[src/rtl/dafilt_pkg.sv]
package dafilt_pkg;

   localparam int DA_W  = 48;
   localparam int CMD_W = 5;

   // Command word, bit 4 down to bit 0
   typedef struct packed {
      logic cam_en;
      logic invert;
      logic acc_bc;
      logic acc_mc;
      logic acc_uc;
   } cmd_t;

   typedef enum logic [1:0] {
      CLS_UNI   = 2'd0,
      CLS_MULTI = 2'd1,
      CLS_BCAST = 2'd2
   } da_class_e;

   function automatic da_class_e classify(input logic [DA_W-1:0] da);
      if (&da)
         return CLS_BCAST;
      else if (da[DA_W-8])
         return CLS_MULTI;
      else
         return CLS_UNI;
   endfunction

endpackage

[src/rtl/dafilt_regs.sv]
module dafilt_regs
   import dafilt_pkg::*;
#(
   parameter int NUM_ENTRIES = 16,
   parameter int REG_AW      = 8
) (
   input  logic                              clk,
   input  logic                              rst_n,
   input  logic                              wr,
   input  logic [REG_AW-1:0]                 addr,
   input  logic [31:0]                       wdata,
   output logic [31:0]                       rdata,
   output logic [NUM_ENTRIES-1:0][DA_W-1:0]  ent_addr,
   output logic [NUM_ENTRIES-1:0]            ent_en,
   output cmd_t                              cmd
);

   localparam int                EIDX_W  = REG_AW - 3;
   localparam logic [REG_AW-1:0] EN_OFF  = REG_AW'(NUM_ENTRIES * 8);
   localparam logic [REG_AW-1:0] CMD_OFF = REG_AW'(NUM_ENTRIES * 8 + 4);
   localparam int                LO_W    = DA_W - 32;

   logic                          aligned;
   logic                          sel_en;
   logic                          sel_cmd;
   logic [NUM_ENTRIES-1:0]        sel_hi;
   logic [NUM_ENTRIES-1:0]        sel_lo;
   logic [NUM_ENTRIES-1:0][31:0]  rd_part;
   logic [NUM_ENTRIES-1:0]        en_q;
   cmd_t                          cmd_q;

   assign aligned = (addr[1:0] == 2'b00);
   assign sel_en  = aligned && (addr == EN_OFF);
   assign sel_cmd = aligned && (addr == CMD_OFF);

   for (genvar i = 0; i < NUM_ENTRIES; i++) begin : g_ent
      logic [31:0]     hi_q;
      logic [LO_W-1:0] lo_q;

      assign sel_hi[i] = aligned && (addr[REG_AW-1:3] == EIDX_W'(i)) && !addr[2];
      assign sel_lo[i] = aligned && (addr[REG_AW-1:3] == EIDX_W'(i)) &&  addr[2];

      always_ff @(posedge clk or negedge rst_n) begin
         if (!rst_n) begin
            hi_q <= '0;
         end else if (wr && sel_hi[i]) begin
            hi_q <= wdata;
         end
      end

      always_ff @(posedge clk or negedge rst_n) begin
         if (!rst_n) begin
            lo_q <= '0;
         end else if (wr && sel_lo[i]) begin
            lo_q <= wdata[31:32-LO_W];
         end
      end

      assign ent_addr[i] = {hi_q, lo_q};
      assign rd_part[i]  = (sel_hi[i] ? hi_q : 32'h0) |
                           (sel_lo[i] ? {lo_q, {(32-LO_W){1'b0}}} : 32'h0);
   end

   always_ff @(posedge clk or negedge rst_n) begin
      if (!rst_n) begin
         en_q <= '0;
      end else if (wr && sel_en) begin
         en_q <= wdata[NUM_ENTRIES-1:0];
      end
   end

   always_ff @(posedge clk or negedge rst_n) begin
      if (!rst_n) begin
         cmd_q <= '0;
      end else if (wr && sel_cmd) begin
         cmd_q <= cmd_t'(wdata[CMD_W-1:0]);
      end
   end

   always_comb begin
      rdata = 32'h0;
      for (int i = 0; i < NUM_ENTRIES; i++) begin
         rdata = rdata | rd_part[i];
      end
      if (sel_en)
         rdata = rdata | 32'(en_q);
      if (sel_cmd)
         rdata = rdata | 32'(cmd_q);
   end

   assign ent_en = en_q;
   assign cmd    = cmd_q;

endmodule

[src/rtl/dafilt_match.sv]
module dafilt_match
   import dafilt_pkg::*;
#(
   parameter int NUM_ENTRIES = 16,
   parameter int IDX_W       = 4
) (
   input  logic [NUM_ENTRIES-1:0][DA_W-1:0] ent_addr,
   input  logic [NUM_ENTRIES-1:0]           ent_en,
   input  logic [DA_W-1:0]                  da,
   output logic                             raw_hit,
   output logic [IDX_W-1:0]                 raw_idx
);

   logic [NUM_ENTRIES-1:0] eq;

   for (genvar i = 0; i < NUM_ENTRIES; i++) begin : g_cmp
      assign eq[i] = ent_en[i] && (ent_addr[i] == da);
   end

   // Scan from the top so that the lowest matching index is kept last
   always_comb begin
      raw_idx = '0;
      for (int i = NUM_ENTRIES - 1; i >= 0; i--) begin
         if (eq[i])
            raw_idx = IDX_W'(i);
      end
   end

   assign raw_hit = |eq;

endmodule

[src/rtl/dafilt_decide.sv]
module dafilt_decide
   import dafilt_pkg::*;
#(
   parameter int IDX_W = 4
) (
   input  cmd_t             cmd,
   input  logic [DA_W-1:0]  da,
   input  logic             raw_hit,
   input  logic [IDX_W-1:0] raw_idx,
   output logic             accept,
   output logic             hit,
   output logic [IDX_W-1:0] idx
);

   da_class_e cls;
   logic      cam_term;
   logic      class_term;

   assign cls        = classify(da);
   assign hit        = cmd.cam_en && raw_hit;
   assign idx        = hit ? raw_idx : '0;
   assign cam_term   = cmd.cam_en && (raw_hit ^ cmd.invert);

   always_comb begin
      unique case (cls)
         CLS_BCAST: class_term = cmd.acc_bc;
         CLS_MULTI: class_term = cmd.acc_mc;
         default:   class_term = cmd.acc_uc;
      endcase
   end

   assign accept = cam_term || class_term;

endmodule

[src/rtl/dest_addr_filter.sv]
module dest_addr_filter
   import dafilt_pkg::*;
#(
   parameter int NUM_ENTRIES = 16,
   parameter int REG_AW      = 8,
   localparam int IDX_W      = (NUM_ENTRIES > 1) ? $clog2(NUM_ENTRIES) : 1
) (
   input  logic              clk,
   input  logic              rst_n,
   input  logic              reg_wr,
   input  logic [REG_AW-1:0] reg_addr,
   input  logic [31:0]       reg_wdata,
   output logic [31:0]       reg_rdata,
   input  logic              da_valid,
   input  logic [DA_W-1:0]   da_addr,
   output logic              dec_valid,
   output logic              dec_accept,
   output logic              dec_hit,
   output logic [IDX_W-1:0]  dec_index
);

   initial begin : p_param_check
      if (NUM_ENTRIES < 1 || NUM_ENTRIES > 32)
         $fatal(1, "NUM_ENTRIES must lie in 1..32");
      if (REG_AW < 4 || (NUM_ENTRIES * 8 + 8) > (1 << REG_AW))
         $fatal(1, "REG_AW too small for the register map");
   end

   logic [NUM_ENTRIES-1:0][DA_W-1:0] ent_addr;
   logic [NUM_ENTRIES-1:0]           ent_en;
   cmd_t                             cmd;
   logic                             raw_hit;
   logic [IDX_W-1:0]                 raw_idx;
   logic                             nx_accept;
   logic                             nx_hit;
   logic [IDX_W-1:0]                 nx_idx;

   dafilt_regs #(
      .NUM_ENTRIES (NUM_ENTRIES),
      .REG_AW      (REG_AW)
   ) u_regs (
      .clk      (clk),
      .rst_n    (rst_n),
      .wr       (reg_wr),
      .addr     (reg_addr),
      .wdata    (reg_wdata),
      .rdata    (reg_rdata),
      .ent_addr (ent_addr),
      .ent_en   (ent_en),
      .cmd      (cmd)
   );

   dafilt_match #(
      .NUM_ENTRIES (NUM_ENTRIES),
      .IDX_W       (IDX_W)
   ) u_match (
      .ent_addr (ent_addr),
      .ent_en   (ent_en),
      .da       (da_addr),
      .raw_hit  (raw_hit),
      .raw_idx  (raw_idx)
   );

   dafilt_decide #(
      .IDX_W (IDX_W)
   ) u_decide (
      .cmd     (cmd),
      .da      (da_addr),
      .raw_hit (raw_hit),
      .raw_idx (raw_idx),
      .accept  (nx_accept),
      .hit     (nx_hit),
      .idx     (nx_idx)
   );

   always_ff @(posedge clk or negedge rst_n) begin
      if (!rst_n) begin
         dec_valid <= 1'b0;
      end else begin
         dec_valid <= da_valid;
      end
   end

   always_ff @(posedge clk or negedge rst_n) begin
      if (!rst_n) begin
         dec_accept <= 1'b0;
         dec_hit    <= 1'b0;
         dec_index  <= '0;
      end else if (da_valid) begin
         dec_accept <= nx_accept;
         dec_hit    <= nx_hit;
         dec_index  <= nx_idx;
      end
   end

endmodule

[config.mk]
export PLATFORM = sky130hd
export DESIGN_NAME = dest_addr_filter
export DESIGN_NICKNAME = d
export VERILOG_FILES = /design/src/rtl/dafilt_pkg.sv /design/src/rtl/dafilt_regs.sv /design/src/rtl/dafilt_match.sv /design/src/rtl/dafilt_decide.sv /design/src/rtl/dest_addr_filter.sv
export SDC_FILE = /design/constraint.sdc
export NUM_CORES = 2
export LEC_CHECK = 0
export BUFFER_PORTS_ARGS = -buffer_cell sky130_fd_sc_hd__clkbuf_2
export CAP_MARGIN = 0
export CORE_MARGIN = 5
export CORE_UTILIZATION = 45
export CTS_BUF_LIST = sky130_fd_sc_hd__clkbuf_4 sky130_fd_sc_hd__clkbuf_8 sky130_fd_sc_hd__clkbuf_16
export DETAILED_ROUTE_END_ITERATION = 16
export PLACE_DENSITY = 0.61
export SLEW_MARGIN = 20
export SYNTH_ARGS = -nofsm -noshare
export SYNTH_HDL_FRONTEND = slang
export SYNTH_SLANG_ARGS = --single-unit
[constraint.sdc]
create_clock -name clk -period 5.7 [get_ports clk]
set_input_delay 1.14 -clock clk [delete_from_list [all_inputs] [get_ports clk]]
set_output_delay 1.14 -clock clk [all_outputs]
set_load 0.03 [all_outputs]
# After elaboration in Yosys (flattened, before gate mapping)
# Index checks and enable logic that the tools add are counted.
dict set report word_totals {
  ff_bits 796
  in_bits 92
  wordCells 273
}
dict set report op_classes {
  eq_ne 35
  muxes 54
  bitwise 34
  reduce_logical 108
}
# cell n
set op_table {}
lappend op_table {{2-to-1 mux 32 bit} 34}
lappend op_table {{bitwise OR 32 bit} 31}
lappend op_table {{equality test 48 bit} 16}
lappend op_table {{logical AND 1 bit} 102}
lappend op_table {{2-to-1 mux 4 bit} 17}
lappend op_table {{AND reduction 48 bit} 1}
lappend op_table {{equality test 5 x 4 -> 1 bit (second input constant)} 8}
lappend op_table {{bitwise OR 32 x 16 -> 32 bit} 1}
lappend op_table {{bitwise OR 32 x 5 -> 32 bit} 1}
lappend op_table {{equality test 5 x 3 -> 1 bit (second input constant)} 4}
lappend op_table {{equality test 8 bit (second input constant)} 2}
lappend op_table {{OR reduction 16 bit} 1}
lappend op_table {{equality test 5 x 2 -> 1 bit (second input constant)} 2}
lappend op_table {{equality test 5 x 1 -> 1 bit (second input constant)} 1}
lappend op_table {{zero test 5 bit} 1}
lappend op_table {{equality test 2 x 1 -> 1 bit (second input constant)} 1}
lappend op_table {{equality test 2 bit (second input constant)} 1}
lappend op_table {{zero test 2 bit} 1}
lappend op_table {{2-to-1 mux 2 bit} 1}
lappend op_table {{one-hot mux 1 bit (2 select lines)} 1}
lappend op_table {{zero test 1 bit} 1}
lappend op_table {{logical OR 1 bit} 1}
lappend op_table {{2-to-1 mux 1 bit} 1}
lappend op_table {{bitwise XOR 1 bit} 1}

# Longest topological paths before layout
dict set report logic_depth {
  word_depth 24
  depth_mapped 12
  ltp_nobuf 9
}

# Modules after synthesis
# Synthesis repeated with hierarchy kept, for this count alone.
dict set report unflattened {
  hier_cells 3912
  hier_area_um2 45841.5
}
# module n_inst cells_per_inst area_per_inst_um2 seq_area_each_um2
set modules_own_cells {}
lappend modules_own_cells {dafilt_regs 1 2660 36150.9 19743.9}
lappend modules_own_cells {dafilt_match 1 1211 9222.6 0.0}
lappend modules_own_cells {dest_addr_filter 1 14 276.5 175.2}
lappend modules_own_cells {dafilt_decide 1 27 191.4 0.0}

# Worst setup path before layout
# OpenSTA, ideal clock, no wires.
dict set report synth_timing {
  path_kind {input to output}
  startpoint {input reg_addr[7]}
  endpoint {output reg_rdata[8]}
  t_arrival_ns 3.124
  required_time_ns 4.560
  setup_slack_ns 1.436
  cell_stages 9
  path_cell_list {nor4b_1 > nand2b_1 > clkbuf_1 > nor2_1 > clkbuf_1 > clkbuf_1 > a22oi_1 > and3_1 > nand3_1}
}
dict set report synth_between {
  elab_chain_len 24
  elab_cells_between_ends 103
  classes_between {17 x eq/ne; 18 x mux; 33 x bitwise; 35 x reduce/logical}
}
# item line_no
set synth_lines {}
lappend synth_lines {{from (decl)} dest_addr_filter.sv:11} ;# input logic [REG_AW-1:0] reg_addr,
lappend synth_lines {{equality test 5 x 1 -> 1 bit / zero test 5 bit (equally long branches)} dafilt_regs.sv:40} ;# assign sel_hi[i] = aligned && (addr[REG_AW-1:3] == EIDX_W'(i)) && !addr[2];
lappend synth_lines {{logical AND 1 bit (2 in series)} dafilt_regs.sv:40}
lappend synth_lines {{2-to-1 mux 32 bit} dafilt_regs.sv:60} ;# assign rd_part[i] = (sel_hi[i] ? hi_q : 32'h0) |
lappend synth_lines {{bitwise OR 32 bit} dafilt_regs.sv:60}
lappend synth_lines {{bitwise OR 32 bit (15 in series)} dafilt_regs.sv:83} ;# rdata = rdata | rd_part[i];
lappend synth_lines {{bitwise OR 32 x 16 -> 32 bit} dafilt_regs.sv:86} ;# rdata = rdata | 32'(en_q);
lappend synth_lines {{2-to-1 mux 32 bit} dafilt_regs.sv:85} ;# if (sel_en)
lappend synth_lines {{bitwise OR 32 x 5 -> 32 bit} dafilt_regs.sv:88} ;# rdata = rdata | 32'(cmd_q);
lappend synth_lines {{2-to-1 mux 32 bit *} dafilt_regs.sv:87} ;# if (sel_cmd)
lappend synth_lines {{to (decl)} dest_addr_filter.sv:13} ;# output logic [31:0] reg_rdata,
# Every way passes the cells marked *; elsewhere a longest branch is shown, timed or not.

# Worst setup path after layout
dict set report layout_timing {
  startpoint {input reg_addr[2]}
  endpoint {output reg_rdata[31]}
}
dict set report layout_between {
  elab_chain_len 23
  elab_cells_between_ends 104
  classes_between {2 x eq/ne; 34 x mux; 33 x bitwise; 35 x reduce/logical}
}
# item line_no
set layout_lines {}
lappend layout_lines {{zero test 1 bit} dafilt_regs.sv:40}
lappend layout_lines {{logical AND 1 bit} dafilt_regs.sv:40}
lappend layout_lines {{2-to-1 mux 32 bit} dafilt_regs.sv:60}
lappend layout_lines {{bitwise OR 32 bit} dafilt_regs.sv:60}
lappend layout_lines {{bitwise OR 32 bit (15 in series)} dafilt_regs.sv:83}
lappend layout_lines {{bitwise OR 32 x 16 -> 32 bit} dafilt_regs.sv:86}
lappend layout_lines {{2-to-1 mux 32 bit} dafilt_regs.sv:85}
lappend layout_lines {{bitwise OR 32 x 5 -> 32 bit} dafilt_regs.sv:88}
lappend layout_lines {{2-to-1 mux 32 bit *} dafilt_regs.sv:87}
# Marks and branches as above.

==> impl_metrics.yaml <==
floorplan:
  row_count: 117
  dieWidth_um: 330.7
  die-area_sq_um: 109300
  initial_core_util_pct: 45.41
  die_h_um: 330.7
  ios: 131
  core_sq_um: 101900
synthesis:
  synthArstFlopShare_pct: 100.0
  ys_warn_count: 0
  synth_cells: 4211
  synth_edf_count: 0
  yosysTopAreaCell: "dfrtp_1"
  avgSynthCellArea_sq_um: 10.99
  synthesis.nets: 4303
  synth_seq_cells: 796
  synth_ff_type: "dfrtp_1"
  ys_types: 64
  netlist_area_sq_um: 46270
  yosysSeqAreaShare_pct: 43.05
  netlist.area_leader.share_pct: 43.05
  synth.area.top_cells: "dfrtp_1 (43%), mux2_2 (19%), xnor2_1 (6.9%)"
pwr:
  p_int_mw: 10.34
  clkPwrFrac_pct: 42.3
  powerDensity_nw_per_um2: 291.3
  p_leak_nw: 23.94
  switching_share_pct: 32.75
  p_switching_mw: 5.037
  vdd_drop_max_mv: 0.2583
  combPwrFrac_pct: 14.8
  seqPwrFrac_pct: 42.9
sta:
  drv_slew: 0
  fin_crit_sh_pct: 95.42
  hold_violations: 0
  rsz0062_at_grt: "no"
  fmax_mhz: 183.9
  finalCriticalPeriod_ns: 5.439
  clock_skew_ns: 0.03385
  relSlewSlack_pct: 15.61
  setup_violations: 0
  finalSetupTns_ns: 0
  tightest_slew_ns: 1.257
critical_path:
  crit_end: "reg_rdata[31]"
  crit_start: "reg_addr[2]"
  r2r-start: "u_regs.g_ent[10].hi_q[12]$_DFFE_PN0P_"
  worstReg2RegEnd: "dec_index[0]$_DFFE_PN0P_"
  required_ns: 4.56
  critPathLaunchType: "input port"
  cp-end-kind: "output port"
  reg2regPathDepth: 9
  r2r_slack_ns: 1.52
  critPathKind: "in2out"
  path_max_fanout: 22
  crit_arrival_ns: 4.30
detailed_routing:
  ant_nets: 0
  wl_per_cell_um: 52.54
  num_vias: 44000
  drc: 0
  drtPass1Iterations: 14
  drtIter0Drc: 8272
  wl_um: 305000
  vias_per_cell: 7.578
finish:
  num-nets-final: 4420
  final_util_pct: 51.81
  layout_common_cells: "dfrtp_1 (796), mux2_2 (789), xnor2_1 (364), xor2_1 (289), nand4_1 (235)"
  final_area_sq_um: 52790
  area_growth_pct: 14.09
  final_common_cell: "dfrtp_1"
  drive_gt1_share_pct: 30.13
cts:
  clock_latency_ns: 0.75
  clockRootBuffer: "clkbuf_16"
  holdBufCountCts: 0
  cts_setup_buffers: 0
  cts.sinks: 796
  cts_buffers: 92
  clkSlewWorstSetupHoldPaths_ns: 0.06
  clockBufferDepth: 3
  cts-resized-gates: 0
  cts_tree: "built"
  h-tree-depth: 3
placed_design:
  placed_cell_area_sq_um: 49380
  gp_congestion: 1.166
  dp_hpwl_um: 236400
  io_buffers: 130
global_route:
  gr-usage-all-layers_pct: 54.82
  grt-ovfl-total: 0
  grt_pass1_wl_um: 394700
  antenna_found_initial: 34
  grt_pass1_vias: 40630
  grt_max_degree: 113
run_status:
  outcome: "completed"
hold_path:
  hold_path_class: "in2async"
flow_run:
  maxCapViolations: 0
synthesized netlist by cell type (all sizes together), types with 52 or more instances:
library cell  count
buf             102
a222oi           52
nand2b          179
mux2            789
nor4            141
xor2            289
nor2            107
clkbuf          198
nand3            91
a22oi           219
nand2           176
dfrtp           796
nand4           235
xnor2           364
logic make-up after synthesis:
kind of cell	count (synthesis)	share of synthesized area, %
mux	792	19.27
compound gates	457	7.988
buf+inv	350	2.883
flops	796	43.05
xor+xnor	653	12.36
simple gates	1163	14.45
state kept, by name, indices dropped and copies added (netlist names):
signal             flops
dec_index              4
dec_valid              1
u_regs.g_ent.hi_q    512
u_regs.ent_en         16
u_regs.g_ent.lo_q    256
dec_hit                1
dec_accept             1
u_regs.cmd             5
cell type report:
type,instances,area (sq um)
fill,9308,49100
clock buffer,131,2758
antenna,37,92.59
tap,1368,1712
inverter,50,187.7
clock inverter,36,554.3
sequential,796,19920
multi-input combinational,3065,25190
timing repair buffer,323,2375
worst min path at each step:
stage | from | end | slack, ns | cells past startpoint
CTS | rst_n | u_regs.g_ent[2].hi_q[31]$_DFFE_PN0P_ | 0.44 | 1
floorplan | u_regs.cmd[0]$_DFFE_PN0P_ | u_regs.cmd[0]$_DFFE_PN0P_ | 0.50 | 1
finish | rst_n | u_regs.g_ent[10].hi_q[2]$_DFFE_PN0P_ | 0.42 | 1
global route | rst_n | u_regs.g_ent[10].hi_q[2]$_DFFE_PN0P_ | 0.47 | 1
detailed placement | dec_index[3]$_DFFE_PN0P_ | dec_index[3]$_DFFE_PN0P_ | 0.48 | 1
global placement | dec_index[3]$_DFFE_PN0P_ | dec_index[3]$_DFFE_PN0P_ | 0.48 | 1
power groups by stage:
stage | registers (mW) | clock network (mW) | logic, mW
finish | 6.60 | 6.51 | 2.27
global route | 6.55 | 6.69 | 2.25
CTS | 6.51 | 6.47 | 2.08
detailed placement | 6.61 | 0 | 2.07
global placement | 6.61 | 0 | 2.08
floorplan | 6.22 | 0 | 1.03
critical path: stages:
cell,delay [ns]
clkbuf_2,0.40
inv_1,0.19
nand3_1,0.41
nor2_4,0.25
buf_12,0.24
a22oi_1,0.44
nand4_1,0.31
or4_1,0.65
clkbuf_2,0.23
routing by layer:
layer	GRT usage, %	part of all wire, %
met1	67.18	36
met2	68.22	36
met3	33.79	17
met4	40.77	10
met5	4.481	0.20
metrics by stage:
| stage | total power, mW | hold WS, ns | std cells | setup WS, ns |
|---|---|---|---|---|
| finish | 15.38 | 0.4246 | 5806 | 0.2612 |
| CTS | 15.06 | 0.4429 | 5769 | 0.4871 |
| detailed placement | 8.675 | 0.4837 | 5602 | 0.4959 |
| global route | 15.49 | 0.4739 | 5774 | 0.3210 |
| floorplan | 7.243 | 0.5024 | 4211 | 1.436 |
| global placement | 8.681 | 0.4760 | 5602 | 0.4299 |
Power figures use the tool's default switching activity.
